$ cat src/rtl/dual_slope_pwm.sv
module dual_slope_pwm #(
  parameter int W       = 16,
  parameter int MIN_TOP = 3
) (
  input  logic         clk,
  input  logic         rst_n,
  input  logic         tick,
  input  logic         freq_mode,
  input  logic         top_sel,
  input  logic         period_wr,
  input  logic [W-1:0] period_val,
  input  logic         cmpa_wr,
  input  logic [W-1:0] cmpa_val,
  input  logic         cmpb_wr,
  input  logic [W-1:0] cmpb_val,
  input  logic [1:0]   mode_a,
  input  logic [1:0]   mode_b,
  output logic [W-1:0] count,
  output logic         wave_a,
  output logic         wave_b,
  output logic         evt
);

  localparam logic [W-1:0] FLOOR = W'(MIN_TOP);

  logic [W-1:0] period_q, bufa_q, bufb_q, acta_q, actb_q;
  logic [W-1:0] raw_top, top;
  logic         up_q, rising, at_top, at_bot, reload, hit_a, hit_b;

  assign raw_top = top_sel ? acta_q : period_q;
  assign top     = (raw_top < FLOOR) ? FLOOR : raw_top;
  assign at_top  = (count == top);
  assign at_bot  = (count == '0);
  assign reload  = tick & (freq_mode ? at_bot : at_top);
  assign evt     = reload;
  assign rising  = at_bot | (up_q & (count < top));
  assign hit_a   = tick & (count == acta_q);
  assign hit_b   = tick & (count == actb_q);

  function automatic logic wave_next(logic cur, logic [1:0] md, logic hit,
                                     logic rise, logic tog_ok);
    case (md)
      2'b00:   return 1'b0;
      2'b01:   return tog_ok ? (hit ? ~cur : cur) : 1'b0;
      2'b10:   return hit ? ~rise : cur;
      default: return hit ? rise : cur;
    endcase
  endfunction

  always_ff @(posedge clk) begin
    if (!rst_n) begin
      count <= '0;
      up_q  <= 1'b1;
    end else if (tick) begin
      if (up_q) begin
        if (count >= top) begin
          up_q  <= 1'b0;
          count <= count - W'(1);
        end else begin
          count <= count + W'(1);
        end
      end else if (at_bot) begin
        up_q  <= 1'b1;
        count <= W'(1);
      end else begin
        count <= count - W'(1);
      end
    end
  end

  always_ff @(posedge clk) begin
    if (!rst_n) begin
      period_q <= '0;
      bufa_q   <= '0;
      bufb_q   <= '0;
      acta_q   <= '0;
      actb_q   <= '0;
    end else begin
      if (period_wr) period_q <= period_val;
      if (cmpa_wr)   bufa_q   <= cmpa_val;
      if (cmpb_wr)   bufb_q   <= cmpb_val;
      if (reload) begin
        acta_q <= bufa_q;
        actb_q <= bufb_q;
      end
    end
  end

  always_ff @(posedge clk) begin
    if (!rst_n) begin
      wave_a <= 1'b0;
      wave_b <= 1'b0;
    end else begin
      wave_a <= wave_next(wave_a, mode_a, hit_a, rising, top_sel);
      wave_b <= wave_next(wave_b, mode_b, hit_b, rising, 1'b0);
    end
  end

endmodule

$ cat config.mk
export PLATFORM = sky130hd
export DESIGN_NAME = dual_slope_pwm
export DESIGN_NICKNAME = d
export VERILOG_FILES = /design/src/rtl/dual_slope_pwm.sv
export SDC_FILE = /design/constraint.sdc
export NUM_CORES = 1
export LEC_CHECK = 0
export BUFFER_PORTS_ARGS = -buffer_cell sky130_fd_sc_hd__buf_2
export CORE_MARGIN = 4
export CORE_UTILIZATION = 25
export DETAILED_ROUTE_END_ITERATION = 8
export PLACE_DENSITY = 0.51
export SYNTH_ARGS = -nofsm -noshare
export SYNTH_HDL_FRONTEND = slang
export SYNTH_SLANG_ARGS = --single-unit
$ cat constraint.sdc
create_clock -name clk -period 9 [get_ports clk]
set_input_delay 0.9 -clock clk [delete_from_list [all_inputs] [get_ports clk]]
set_output_delay 0.9 -clock clk [all_outputs]
set_load 0.1 [all_outputs]
# [Word-level counts from Yosys, hierarchy flattened]
# Index checks and enable logic that the tools add are counted.
[totals] reg_bits=99 input_bits=60 output_inout_bits=19
[op_classes] addsub=2 magnitude_cmp=3 eq_ne=10 mux=17 n_bitwise=7 reduce_logical=8
[ops] op="$mux 16" count=5
[ops] op="$eq 16x16->1" count=3
[ops] op="$add 16x1->16 const B" count=1
[ops] op="$ge 16x16->1" count=1
[ops] op="$logic_not 16->1" count=1
[ops] op="$lt 16x16->1" count=1
[ops] op="$lt 16x2->1 const B" count=1
[ops] op="$sub 16x1->16 const B" count=1
[ops] op="$mux 1" count=10
[ops] op="$and 1x1->1" count=4
[ops] op="$eq 2x1->1 const B" count=2
[ops] op="$eq 2x2->1 const B" count=2
[ops] op="$logic_not 2->1" count=2
[ops] op="$ne 2x2->1 const B" count=2
[ops] op="$ne 3x3->1 const B" count=1
[ops] op="$pmux 1 s3" count=1
[ops] op="$reduce_and 3->1" count=1
[ops] op="$reduce_bool 3->1" count=1
[ops] op="$not 1->1" count=2
[ops] op="$pmux 1 s2" count=1
[ops] op="$reduce_and 2->1" count=1
[ops] op="$reduce_bool 2->1" count=1
[ops] op="$reduce_or 2->1" count=1
[ops] op="$or 1x1->1" count=1

# [Depth between registers and ports, before layout]
[logic_depth] depth_word=9 ltp_mapped=14 depth_no_buf=12

# [Worst setup path after synthesis]
# OpenSTA, ideal clock, no wires.
[synth_path] path_type="input-to-output" from="in top_sel" to="out evt" t_arrival_ns=3.388 required_time_ns=8.100 path_slack_ns=4.712 stages=10 cell_sequence="buf_1 -> mux2i_1 -> nand4_1 -> nor4_1 -> a211oi_1 -> ha_1 -> nand4_1 -> or2_2 -> a21oi_4 -> buf_12"
[synth_via] elab_chain_cells=6
[synth_lines] item="start: declaration" line="9" source="input logic top_sel,"
[synth_lines] item="$mux 16 *" line="30" source="assign raw_top = top_sel ? acta_q : period_q;"
[synth_lines] item="$lt 16x2->1" line="31" source="assign top = (raw_top < FLOOR) ? FLOOR : raw_top;"
[synth_lines] item="$mux 16 *" line="31"
[synth_lines] item="$eq 16x16->1 *" line="32" source="assign at_top = (count == top);"
[synth_lines] item="$mux 1 *" line="34" source="assign reload = tick & (freq_mode ? at_bot : at_top);"
[synth_lines] item="$and 1x1->1 *" line="34"
[synth_lines] item="end: declaration" line="21" source="output logic evt"
# Mark *: on every way between the ends. The rest lies on a longest branch, timed or not.

# [Worst setup path in the final report]
# Ends and elaborated chain as after synthesis.

==> results.md <==
* Cell area power density at 285.4 nW/um2
* Post-synth top area cell: dfxtp_1
* Routed WL at 14460 um
* Number of port buffers at 78
* Avg WL per Cell at 16.14 um
* Clk_skew at 0.008841 ns
* Outcome: finished, final reports clean
* Number of max-cap violations at 0
* FILL cells at 2163
* Die height at 152.1 um
* Largest net degree at the start of global routing at 87
* P_sw at 0.0007829 W
* Final hold vios at 0
* Cell Chain, Critical Path: buf_2, mux2i_1, nand4_1, nor4_1, a211oi_1, ha_1, nand4_1, or2_2, a21oi_4, buf_4, buf_2
* Max Fanout on Critical Path at 33
* CTS tree: built
* DP Worst Slack at 3.864 ns
* Mapped Cells at 568
* Netlist area before placement at 5194 um2
* Gr ovfl total at 0
* IO Pins at 79
* CTS Buf Count at 9
* Hold-fix buffers, CTS at 0
* WS Path Type: input pin to output port
* Post-synth top area share at 38.16%
* Hold crit path type: register to register
* Core footprint at 20360 um2
* RSZ-0062 raised after global routing: no
* Syn_nets at 647
* Root Buffer: clkbuf_16
* Post-synth ARST share at 0%
* CP arrival at 4.21 ns
* Die width at 152.1 um
* Crit path required time at 8.10 ns
* Distinct cells, synth at 55
* Clock power share at 21.6%
* VDD IR-drop max at 0.1006 mV
* Pre-antenna DRT Iters at 4
* Placed cells at 880
* Slowest stage delay, CP at 0.53 ns
* Number of gates resized after cts at 0
* Antenna violations before repair at 0
* Setup TNS at 0 ns
* P_int at 0.0009359 W
* Post-synth top flop: dfxtp_1
* Placer Congestion at 0.8729
* Most area-consuming cells after synthesis: dfxtp_1 38%, mux2i_1 20%, nor2_1 7.4%, ha_1 4.6%, xor2_1 3.4%
* Post-synthesis sequential area ratio at 38.16%
* Cell leakage power at 2.640 nW
* DP Wirelength at 10540 um
* DRT antenna net count at 0
* Pins over their slew limit at 0
* Area growth, synth to finish at 15.97%
* Max Root-Sink Buffers at 2
* Slowest-stage cell, CP: buf_2
* DRC errors left at 0
* CTS HTree Levels at 3
* Share of power burned in registers at 34.2%
* Crit end category: output port
* CTS Sinks at 99
* Initial DRC count at 274
* Finished Layout Cells at 896
* Clock transition at path regs at 0.07 ns
* Initial Utilization at 25.50%
* Pwr Total at 0.001719 W
* Syn avg cell area at 9.144 um2
* Layout cells sized above 1 at 18.69%
* Diodes inserted at 0
* Row count at 52
* Setup repair bufs after CTS at 0
* Via count of the first global-routing pass at 3985
* Post-route clock period utilization at 56.83%
* Yosys reg bits at 99
* Final setup vio count at 0
* Combinational share of power at 44.1%
* Worst-Margin Slew at 1.009 ns
* Vias/cell at 4.632
* Die ar. at 23150 um2
* Startpoint Class: input pin
* Switching part of the total at 45.55%
* Core Util, Final at 29.58%
* Max Freq at 195.5 MHz
* Final setup margin at 3.886 ns
* GRT Total Usage at 12.44%
* Yosys warns at 0
* Worst-Skew Late Latency at 0.35 ns
* Worst relative slew slack at 31.00%
* First-pass GRT wire length at 22710 um
* Post-synth EDFFs at 0
* Vias post-DR at 4150
* Nets at 700
* Period minus WS final at 5.114 ns
-- worst max-delay path, delay by kind of cell --
kind / cells / cell delay [ns]
AO/OA/AOI/OAI: 2 / 0.21
adder cells (fa/ha/maj): 1 / 0.32
buffers and inverters: 3 / 1.44
multiplexers: 1 / 0.31
AND/OR/NAND/NOR: 4 / 0.98
-- metrics by stage --
| stage | area, um2 | hold slack [ns] |
|---|---|---|
| 4_1_cts | 6023 | 0.5012 |
| 6_report | 6023 | 0.4971 |
| 3_5_place_dp | 5737 | 0.4858 |
| 3_3_place_gp | 5737 | 0.4771 |
| 2_1_floorplan | 5194 | 0.4596 |
| 5_1_grt | 6023 | 0.5236 |
-- cell usage in the layout (no fill, tap or decap), types with 9 or more instances in the layout --
master / Yosys / layout
nor3_1: 10 / 10
nor2_1: 103 / 103
dfxtp_1: 99 / 99
buf_2: 6 / 78
mux2i_1: 106 / 106
nand3_1: 11 / 11
ha_1: 19 / 19
a21oi_1: 19 / 19
xnor2_1: 14 / 14
nand4_1: 13 / 13
xor2_1: 20 / 20
nand2_1: 23 / 23
clkbuf_16: 0 / 9
-- power groups by stage --
stage               Combinational, W  Clock, W  Sequential (W)
CTS                         0.000762  0.000384        0.000591
finish                      0.000758  0.000372        0.000589
detailed placement          0.000761         0        0.000601
global placement            0.000760         0        0.000603
global route                0.000825  0.000401        0.000600
floorplan                   0.000493         0        0.000697
-- cells by family (layout without fill, tap and decap cells) --
group	Yosys count	count (layout)	share of synthesized area [%]
simple gates	201	201	18.38
mux	107	107	20.65
flops	99	99	38.16
compound gates	57	57	7.420
buf+inv	51	109	5.083
xor+xnor	34	34	5.734
fa+ha+maj	19	19	4.577
-- registers in the layout (all words and copies together) (netlist names) --
register and flops:
up_q 1, wave_b 1, actb_q 16, period_q 16, bufb_q 16, bufa_q 16
acta_q 16, count 16, wave_a 1
-- cell type report --
cell class	instances	area, um2	share of cell area, %
multi-input cells	418	2948	48.94
flip-flops and latches	99	1982	32.90
repair buffers	84	435.4	7.229
well taps	270	337.8	5.609
clock buffers	9	225.2	3.739
clock inverters	7	61.31	1.018
inverters	9	33.78	0.5609
-- final timing paths --
kind                  start         to  slack (ns)  cells after the start
setup / recovery    top_sel        evt        3.89                     11
hold / removal    bufb_q[1]  bufb_q[1]        0.50                      2
hold reg to reg   bufb_q[1]  bufb_q[1]        0.50                      2
setup reg to reg  count[13]   count[9]        5.48                      9
-- routing by layer --
layer | up-vias | global-route usage (%) | share of wire, %
met2 | 100 | 18.80 | 46
met3 | 15 | 1.960 | 5.3
li1 | 2103 | - | -
met5 | - | 0 | 0
met1 | 1932 | 18.07 | 47
met4 | 0 | 4.110 | 1.4
-- Yosys cell counts (all sizes together) (2+ instances only) --
| library cell | count |
|---|---|
| o21ai | 6 |
| xnor2 | 14 |
| ha | 19 |
| o211ai | 3 |
| a31oi | 6 |
| or4 | 6 |
| nor4 | 8 |
| nor3 | 11 |
| dfxtp | 99 |
| a21o | 2 |
| inv | 8 |
| nand3 | 11 |
| and3 | 4 |
| nand2 | 24 |
| nand4 | 13 |
| or3 | 5 |
| xor2 | 20 |
| a21oi | 20 |
| or2 | 7 |
| nand2b | 2 |
| o22a | 2 |
| nor2 | 103 |
| a2111oi | 2 |
| nor2b | 4 |
| a211oi | 5 |
| buf | 22 |
| mux2i | 106 |
| clkbuf | 20 |
Note: power is estimated with default switching activity, not from simulation.
